[src/rtl/wdog_pkg.sv]
package wdog_pkg;
    localparam int CTL_RUN   = 0;
    localparam int CTL_KICK  = 1;
    localparam int CTL_FLAG  = 2;
    localparam int CTL_RSTEN = 3;
    localparam int CTL_OUTEN = 4;
    localparam int CTL_W     = 8;
endpackage

[src/rtl/wdog_presc.sv]
module wdog_presc #(
    parameter int DIV = 4
) (
    input  logic clk,
    input  logic rst_n,
    input  logic run_i,
    input  logic clr_i,
    output logic tick_o
);
    localparam int PRE_W = (DIV > 2) ? $clog2(DIV) : 1;
    localparam logic [PRE_W-1:0] LAST = PRE_W'(DIV - 1);

    typedef struct packed {
        logic [PRE_W-1:0] pre;
    } presc_t;

    presc_t st_d, st_q;

    always_comb begin
        st_d = st_q;
        if (!run_i || clr_i) begin
            st_d.pre = '0;
        end else if (st_q.pre == LAST) begin
            st_d.pre = '0;
        end else begin
            st_d.pre = st_q.pre + PRE_W'(1);
        end
        tick_o = run_i && !clr_i && (st_q.pre == LAST);
    end

    always_ff @(posedge clk or negedge rst_n) begin
        if (!rst_n) st_q <= '0;
        else        st_q <= st_d;
    end

    // ticks are spaced at least two clocks apart
    p_tick_spacing_r3: assert property (@(posedge clk) disable iff (!rst_n)
        tick_o |=> !tick_o);
endmodule

[src/rtl/wdog_count.sv]
module wdog_count #(
    parameter int W = 8
) (
    input  logic         clk,
    input  logic         rst_n,
    input  logic         run_i,
    input  logic         load_i,
    input  logic         tick_i,
    input  logic [W-1:0] rld_i,
    output logic         expire_o
);
    typedef struct packed {
        logic [W-1:0] cnt;
    } cnt_t;

    cnt_t st_d, st_q;

    always_comb begin
        st_d     = st_q;
        expire_o = 1'b0;
        if (load_i) begin
            st_d.cnt = rld_i;
        end else if (run_i && tick_i) begin
            if (st_q.cnt == '0) begin
                st_d.cnt = rld_i;
                expire_o = 1'b1;
            end else begin
                st_d.cnt = st_q.cnt - W'(1);
            end
        end
    end

    always_ff @(posedge clk or negedge rst_n) begin
        if (!rst_n) st_q <= '0;
        else        st_q <= st_d;
    end

    // a tick on a nonzero count steps it down by one
    p_step_down_r3: assert property (@(posedge clk) disable iff (!rst_n)
        (run_i && tick_i && !load_i && st_q.cnt != '0) |=> st_q.cnt == $past(st_q.cnt) - W'(1));
    // halted counter holds its value
    p_halt_hold_r9: assert property (@(posedge clk) disable iff (!rst_n)
        (!run_i && !load_i) |=> $stable(st_q.cnt));
endmodule

[src/rtl/wdog_stretch.sv]
module wdog_stretch #(
    parameter int LEN = 32
) (
    input  logic clk,
    input  logic rst_n,
    input  logic trig_i,
    output logic pulse_o
);
    localparam int CW = $clog2(LEN + 1);

    typedef struct packed {
        logic [CW-1:0] cnt;
    } str_t;

    str_t st_d, st_q;

    always_comb begin
        st_d = st_q;
        if (trig_i) begin
            st_d.cnt = CW'(LEN);
        end else if (st_q.cnt != '0) begin
            st_d.cnt = st_q.cnt - CW'(1);
        end
        pulse_o = (st_q.cnt != '0);
    end

    always_ff @(posedge clk or negedge rst_n) begin
        if (!rst_n) st_q <= '0;
        else        st_q <= st_d;
    end

    // without a new trigger the pulse counter only runs down
    p_pulse_runs_down_r7: assert property (@(posedge clk) disable iff (!rst_n)
        (pulse_o && !trig_i) |=> st_q.cnt == $past(st_q.cnt) - CW'(1));
endmodule

[src/rtl/wdog_rstexp.sv]
module wdog_rstexp #(
    parameter int RLD_W     = 8,
    parameter int DIV       = 4,
    parameter int PULSE_LEN = 32
) (
    input  logic             clk,
    input  logic             rst_n,
    input  logic             ctl_we,
    input  logic [7:0]       ctl_wdata,
    input  logic             rld_we,
    input  logic [RLD_W-1:0] rld_wdata,
    output logic [7:0]       ctl_rdata,
    output logic             wd_rst_int,
    output logic             rst_pin_drv
);
    import wdog_pkg::*;

    typedef struct packed {
        logic             run;
        logic             rst_en;
        logic             out_en;
        logic             flag;
        logic             rst_int;
        logic [RLD_W-1:0] rld;
    } top_t;

    top_t st_d, st_q;
    logic start, kick, load, tick, expire, pin_trig;

    assign start = ctl_we && ctl_wdata[CTL_RUN] && !st_q.run;
    assign kick  = ctl_we && ctl_wdata[CTL_KICK];
    assign load  = start || kick;

    wdog_presc #(.DIV(DIV)) u_presc (
        .clk    (clk),
        .rst_n  (rst_n),
        .run_i  (st_q.run),
        .clr_i  (load),
        .tick_o (tick)
    );

    wdog_count #(.W(RLD_W)) u_count (
        .clk      (clk),
        .rst_n    (rst_n),
        .run_i    (st_q.run),
        .load_i   (load),
        .tick_i   (tick),
        .rld_i    (st_q.rld),
        .expire_o (expire)
    );

    assign pin_trig = expire && st_q.rst_en && st_q.out_en;

    wdog_stretch #(.LEN(PULSE_LEN)) u_stretch (
        .clk     (clk),
        .rst_n   (rst_n),
        .trig_i  (pin_trig),
        .pulse_o (rst_pin_drv)
    );

    always_comb begin
        st_d = st_q;
        if (rld_we) begin
            st_d.rld = rld_wdata;
        end
        if (ctl_we) begin
            st_d.run    = ctl_wdata[CTL_RUN];
            st_d.rst_en = ctl_wdata[CTL_RSTEN];
            st_d.out_en = ctl_wdata[CTL_OUTEN];
            st_d.flag   = st_q.flag && ctl_wdata[CTL_FLAG];
        end
        if (expire) begin
            st_d.flag = 1'b1;
        end
        st_d.rst_int = expire && st_q.rst_en;
    end

    always_ff @(posedge clk or negedge rst_n) begin
        if (!rst_n) st_q <= '0;
        else        st_q <= st_d;
    end

    always_comb begin
        ctl_rdata            = '0;
        ctl_rdata[CTL_RUN]   = st_q.run;
        ctl_rdata[CTL_FLAG]  = st_q.flag;
        ctl_rdata[CTL_RSTEN] = st_q.rst_en;
        ctl_rdata[CTL_OUTEN] = st_q.out_en;
    end

    assign wd_rst_int = st_q.rst_int;

    // an internal reset request comes with the timeout flag
    p_int_with_flag_r6: assert property (@(posedge clk) disable iff (!rst_n)
        wd_rst_int |-> ctl_rdata[CTL_FLAG]);
    // the internal request lasts one clock
    p_int_single_r6: assert property (@(posedge clk) disable iff (!rst_n)
        wd_rst_int |=> !wd_rst_int);
    // the pin only starts together with an internal request
    p_pin_with_int_r8: assert property (@(posedge clk) disable iff (!rst_n)
        $rose(rst_pin_drv) |-> wd_rst_int);
    // the flag cannot rise without a timeout
    p_flag_from_expiry_r5: assert property (@(posedge clk) disable iff (!rst_n)
        $rose(st_q.flag) |-> $past(expire));
endmodule

[config.mk]
export PLATFORM = sky130hd
export DESIGN_NAME = wdog_rstexp
export DESIGN_NICKNAME = d
export VERILOG_FILES = /design/src/rtl/wdog_pkg.sv /design/src/rtl/wdog_presc.sv /design/src/rtl/wdog_count.sv /design/src/rtl/wdog_stretch.sv /design/src/rtl/wdog_rstexp.sv
export SDC_FILE = /design/constraint.sdc
export NUM_CORES = 1
export LEC_CHECK = 0
export ABC_AREA = 1
export CORE_UTILIZATION = 50
export DETAILED_ROUTE_END_ITERATION = 10
export PLACE_DENSITY = 0.8
export SLEW_MARGIN = 20
export SYNTH_ARGS = -nofsm -noshare
export SYNTH_HDL_FRONTEND = slang
export SYNTH_SLANG_ARGS = --single-unit
[constraint.sdc]
create_clock -name clk -period 2.3 [get_ports clk]
set_input_delay 0.23 -clock clk [delete_from_list [all_inputs] [get_ports clk]]
set_output_delay 0.23 -clock clk [all_outputs]
set_load 0.1 [all_outputs]
==> qor.txt <==
====================================================================================
Clock net sink count                                                              29
Combinational share of power                                                   0.408
First-pass GRT wire length                                                   4.73 mm
Sequential area share after synthesis                                          0.442
Share of cells above drive strength 1                                          0.174
Multiplexer share of the synthesized area                                     0.0274
Global placer's final weighted congestion                                      0.757
Number of I/O port buffers                                                        22
Destination of the critical timing path                                  rst_pin_drv
Static Leak                                                                  1.01 nW
Critical Path Sink Type                                                 primary output
Clock network power share                                                      0.161
Sequential share of power                                                      0.431
Grt total ovfl                                                                     0
DRC marker count from the first detailed-route iteration                          31
Clock tree from TritonCTS                                                        yes
Worst hold path type                                                        in2async
Required time reported for the critical path endpoint                        2.07 ns
Post-CTS setup repair buffer count                                                 0
Unrepaired setup endpoints after global routing                                false
Largest cells by area after synthesis                                   dfrtp_1, nand2_1, inv_1
Count of distinct cell types in the synthesized netlist                           27
Floorplan row count                                                               20
Crit path largest cell delay                                                 0.40 ns
Worst Path Class, Setup                                                      reg2out
Buffer cell driving the clock tree root                                     clkbuf_4
Cell area after synthesis                                                0.00164 mm²
Post-route fraction of the period consumed by the critical path                0.819
Worst setup slack for register-to-register paths                             0.78 ns
Fin crit period                                                              1.88 ns
Standard cell area after detailed placement                              0.00187 mm²
Final total negative setup slack                                                0 ns
Via count of the first global-routing pass                                      1188
Met3 layer usage reported by global route                                     0.0502
Max Freq                                                                     531 MHz
Adder and majority cell fraction of the synthesized area                      0.0305
Total die area                                                           0.00352 mm²
Met1 track demand over resource in global routing                              0.215
Critical Path Start Type                                                        flop
Worst hold margin                                                           0.289 ns
Starting density of the core                                                   0.534
Beginning of the worst register-to-register path                        u_stretch.st_q[0]$_DFFE_PN0P_
N_diodes                                                                           0
Final nets                                                                       253
Most congested layer reported by global routing                                 met2
Number of max-slew violations in the final report                                  0
Critical register-to-register path endpoint                             u_stretch.st_q[1]$_DFFE_PN0P_
Complex-gate fraction of the synthesized area                                 0.0640
Met2 capacity usage during global routing                                      0.300
Parity-gate share of the synthesized area counting xor and xnor cells         0.0160
Switching Share                                                                0.411
Count of cells resized by post-cts repair                                          0
Count of buffer and inverter cells on the critical path                            2
Mapped Avg Cell Area                                                        8.01 µm²
Largest net degree at the start of global routing                                 30
Run status                                                                 completed
Initial antenna violation count                                                    0
Internal Power                                                             0.00103 W
Reg2reg path depth                                                                 8
Number of nets with antenna violations after routing                               0
Die Width                                                                    59.3 µm
Crit path from                                                          u_stretch.st_q[0]$_DFFE_PN0P_
Number of warnings issued by yosys                                                 0
Final hold violations                                                              0
Final instance area                                                      0.00192 mm²
Simple-gate area share of the yosys netlist                                    0.316
Cell count after synthesis                                                       205
Placeable core area                                                      0.00308 mm²
Detailed-route via count                                                        1254
Total DRC errors in the routed layout                                              0
Final routed wirelength across all metal layers                              2.58 mm
Seq cells post-synth                                                              29
Worst-path fanout max                                                              7
Power per standard cell area                                              911 mW/mm²
Power spent charging and discharging nets                                 0.000719 W
Top cell type by total area after synthesis                                  dfrtp_1
Chip height                                                                  59.3 µm
Number of cells on the critical path                                               6
Critical-path top delay cell                                                 dfrtp_1
Reg clk slew, reported paths                                                 0.08 ns
Endpoints failing setup                                                            0
Number of primary I/O pins                                                        30
Hold-fix buffers, CTS                                                              0
Number of buffers created by CTS                                                   5
Largest voltage drop on the vdd net                                         0.467 mV
Clk_lat worst skew                                                           0.32 ns
Combined global-route utilization of all metal layers                          0.181
Largest delay contributor family on the critical path                   simple AND/OR/NAND/NOR gates
Number of buffers on the longest clock path                                        2
Average vias per placed instance                                                4.58
Half-perimeter wire length of the detailed placement result                  1.97 mm
Area Growth Syn to Fin                                                         16.8%
Crit-path cells                                                         inv_1 > ha_1 > nand3_1 > nor2_1 > nand2_1 > buf_12
First-pass detailed-route iteration total                                          4
Worst path arrival time                                                      1.65 ns
H-Tree Level Count                                                                 2
Max capacitance violation total                                                    0
Drt wl/cell                                                                  9.40 µm
Proportion of netlist area held by the largest area contributor                0.442
Largest clock skew in the final design                                    0.00460 ns
Largest family of logic cells by synthesized area                       simple AND/OR/NAND/NOR gates
====================================================================================
## worst reg2reg max path, stage by stage, from the launching register on
cell and delay (ns):
dfrtp_1 0.40, inv_1 0.08, ha_1 0.19, nand3_1 0.11, nor2_1 0.13, nand2_1 0.20
o21ai_0 0.25, nand2_2 0.07, inv_2 0.05
## worst min-delay path by stage
stage                                   start                            end  slack [ns]  cells past startpoint
floorplan                               rst_n       ctl_rdata[0]$_DFFE_PN0P_       -0.07                      0
global placement    u_presc.st_q[0]$_DFF_PN0_      u_presc.st_q[0]$_DFF_PN0_        0.42                      1
detailed placement  u_presc.st_q[0]$_DFF_PN0_      u_presc.st_q[0]$_DFF_PN0_        0.43                      1
CTS                                     rst_n    u_count.st_q[7]$_DFFE_PN0P_        0.30                      2
global route                            rst_n  u_stretch.st_q[1]$_DFFE_PN0P_        0.33                      2
finish                                  rst_n    u_count.st_q[7]$_DFFE_PN0P_        0.29                      2
## power groups by stage
stage	sequential [W]	combinational, W	clock (W)
after floorplan	0.000737	0.000599	0
after global placement	0.000760	0.000702	0
after detailed placement	0.000766	0.000720	0
after CTS	0.000756	0.000723	0.000293
after global routing	0.000777	0.000819	0.000315
final	0.000754	0.000713	0.000282
## registers in the layout, indices dropped and copies added, names as in the netlist
register	flops
ctl_rdata	4
st_q	8
u_count.st_q	8
u_presc.st_q	2
u_stretch.st_q	6
wd_rst_int	1
## per-stage QoR
stage / worst slack [ns] / total power [W] / util / std cells
3_5_place_dp: 0.551 / 0.00149 / 0.608 / 266
6_report: 0.416 / 0.00175 / 0.624 / 274
5_1_grt: 0.266 / 0.00191 / 0.624 / 274
3_3_place_gp: 0.564 / 0.00146 / 0.608 / 266
4_1_cts: 0.402 / 0.00177 / 0.624 / 274
2_1_floorplan: 0.242 / 0.00134 / - / 208
## cells by family after synthesis
| kind of cell | after synthesis |
|---|---|
| buffers and inverters | 36 |
| XOR/XNOR | 3 |
| flip-flops | 29 |
| other | 1 |
| AO/OA/AOI/OAI | 15 |
| multiplexers | 4 |
| adder cells (fa/ha/maj) | 4 |
| AND/OR/NAND/NOR | 113 |
## metal layers
metal / wire [µm] / vias to the layer above
met5: 0 / -
met4: 38 / 0
met3: 100 / 5
met2: 1230 / 24
met1: 1200 / 563
li1: - / 662
## layout make-up
class / count / area (µm²)
fillers: 287 / 1160
multi-input cells: 143 / 761
flip-flops and latches: 29 / 726
well taps: 44 / 55.1
clock buffers: 8 / 48.8
repair buffers: 23 / 225
inverters: 27 / 104
## synth_stat cells
| cell | count |
|---|---|
| xor2_1 | 2 |
| inv_4 | 1 |
| nor2_1 | 12 |
| conb_1 | 1 |
| nand3_1 | 6 |
| nor2_4 | 3 |
| o21ai_0 | 9 |
| o21ai_2 | 2 |
| a21oi_1 | 1 |
| nand2_4 | 2 |
| nand4_1 | 1 |
| inv_1 | 23 |
| mux2_2 | 4 |
| nand2_1 | 76 |
| xnor2_1 | 1 |
| nand3_2 | 1 |
| nor3_1 | 2 |
| dfrtp_1 | 29 |
| o21ai_1 | 1 |
| o21ai_4 | 2 |
| nor2_8 | 1 |
| ha_1 | 4 |
| buf_4 | 8 |
| clkbuf_1 | 1 |
| nand2_2 | 5 |
| nor2_2 | 4 |
| inv_2 | 3 |
## placed cells by master, fill, tap and decap left out
cell / instances
o21ai_1: 1
nor2_4: 3
nor2_2: 4
xnor2_1: 1
buf_4: 6
nor2_1: 12
clkbuf_1: 3
nor3_1: 2
nand3_2: 1
nand4_1: 1
a21oi_1: 1
clkbuf_4: 5
nand3_1: 6
buf_12: 1
nand2_4: 2
mux2_2: 4
ha_1: 4
dfrtp_1: 29
inv_4: 1
conb_1: 4
nand2_2: 5
inv_1: 23
nor2_8: 1
xor2_1: 2
nand2_1: 76
o21ai_2: 2
clkdlybuf4s50_1: 16
o21ai_0: 9
inv_2: 3
o21ai_4: 2
Note: power is estimated with default switching activity, not from simulation.
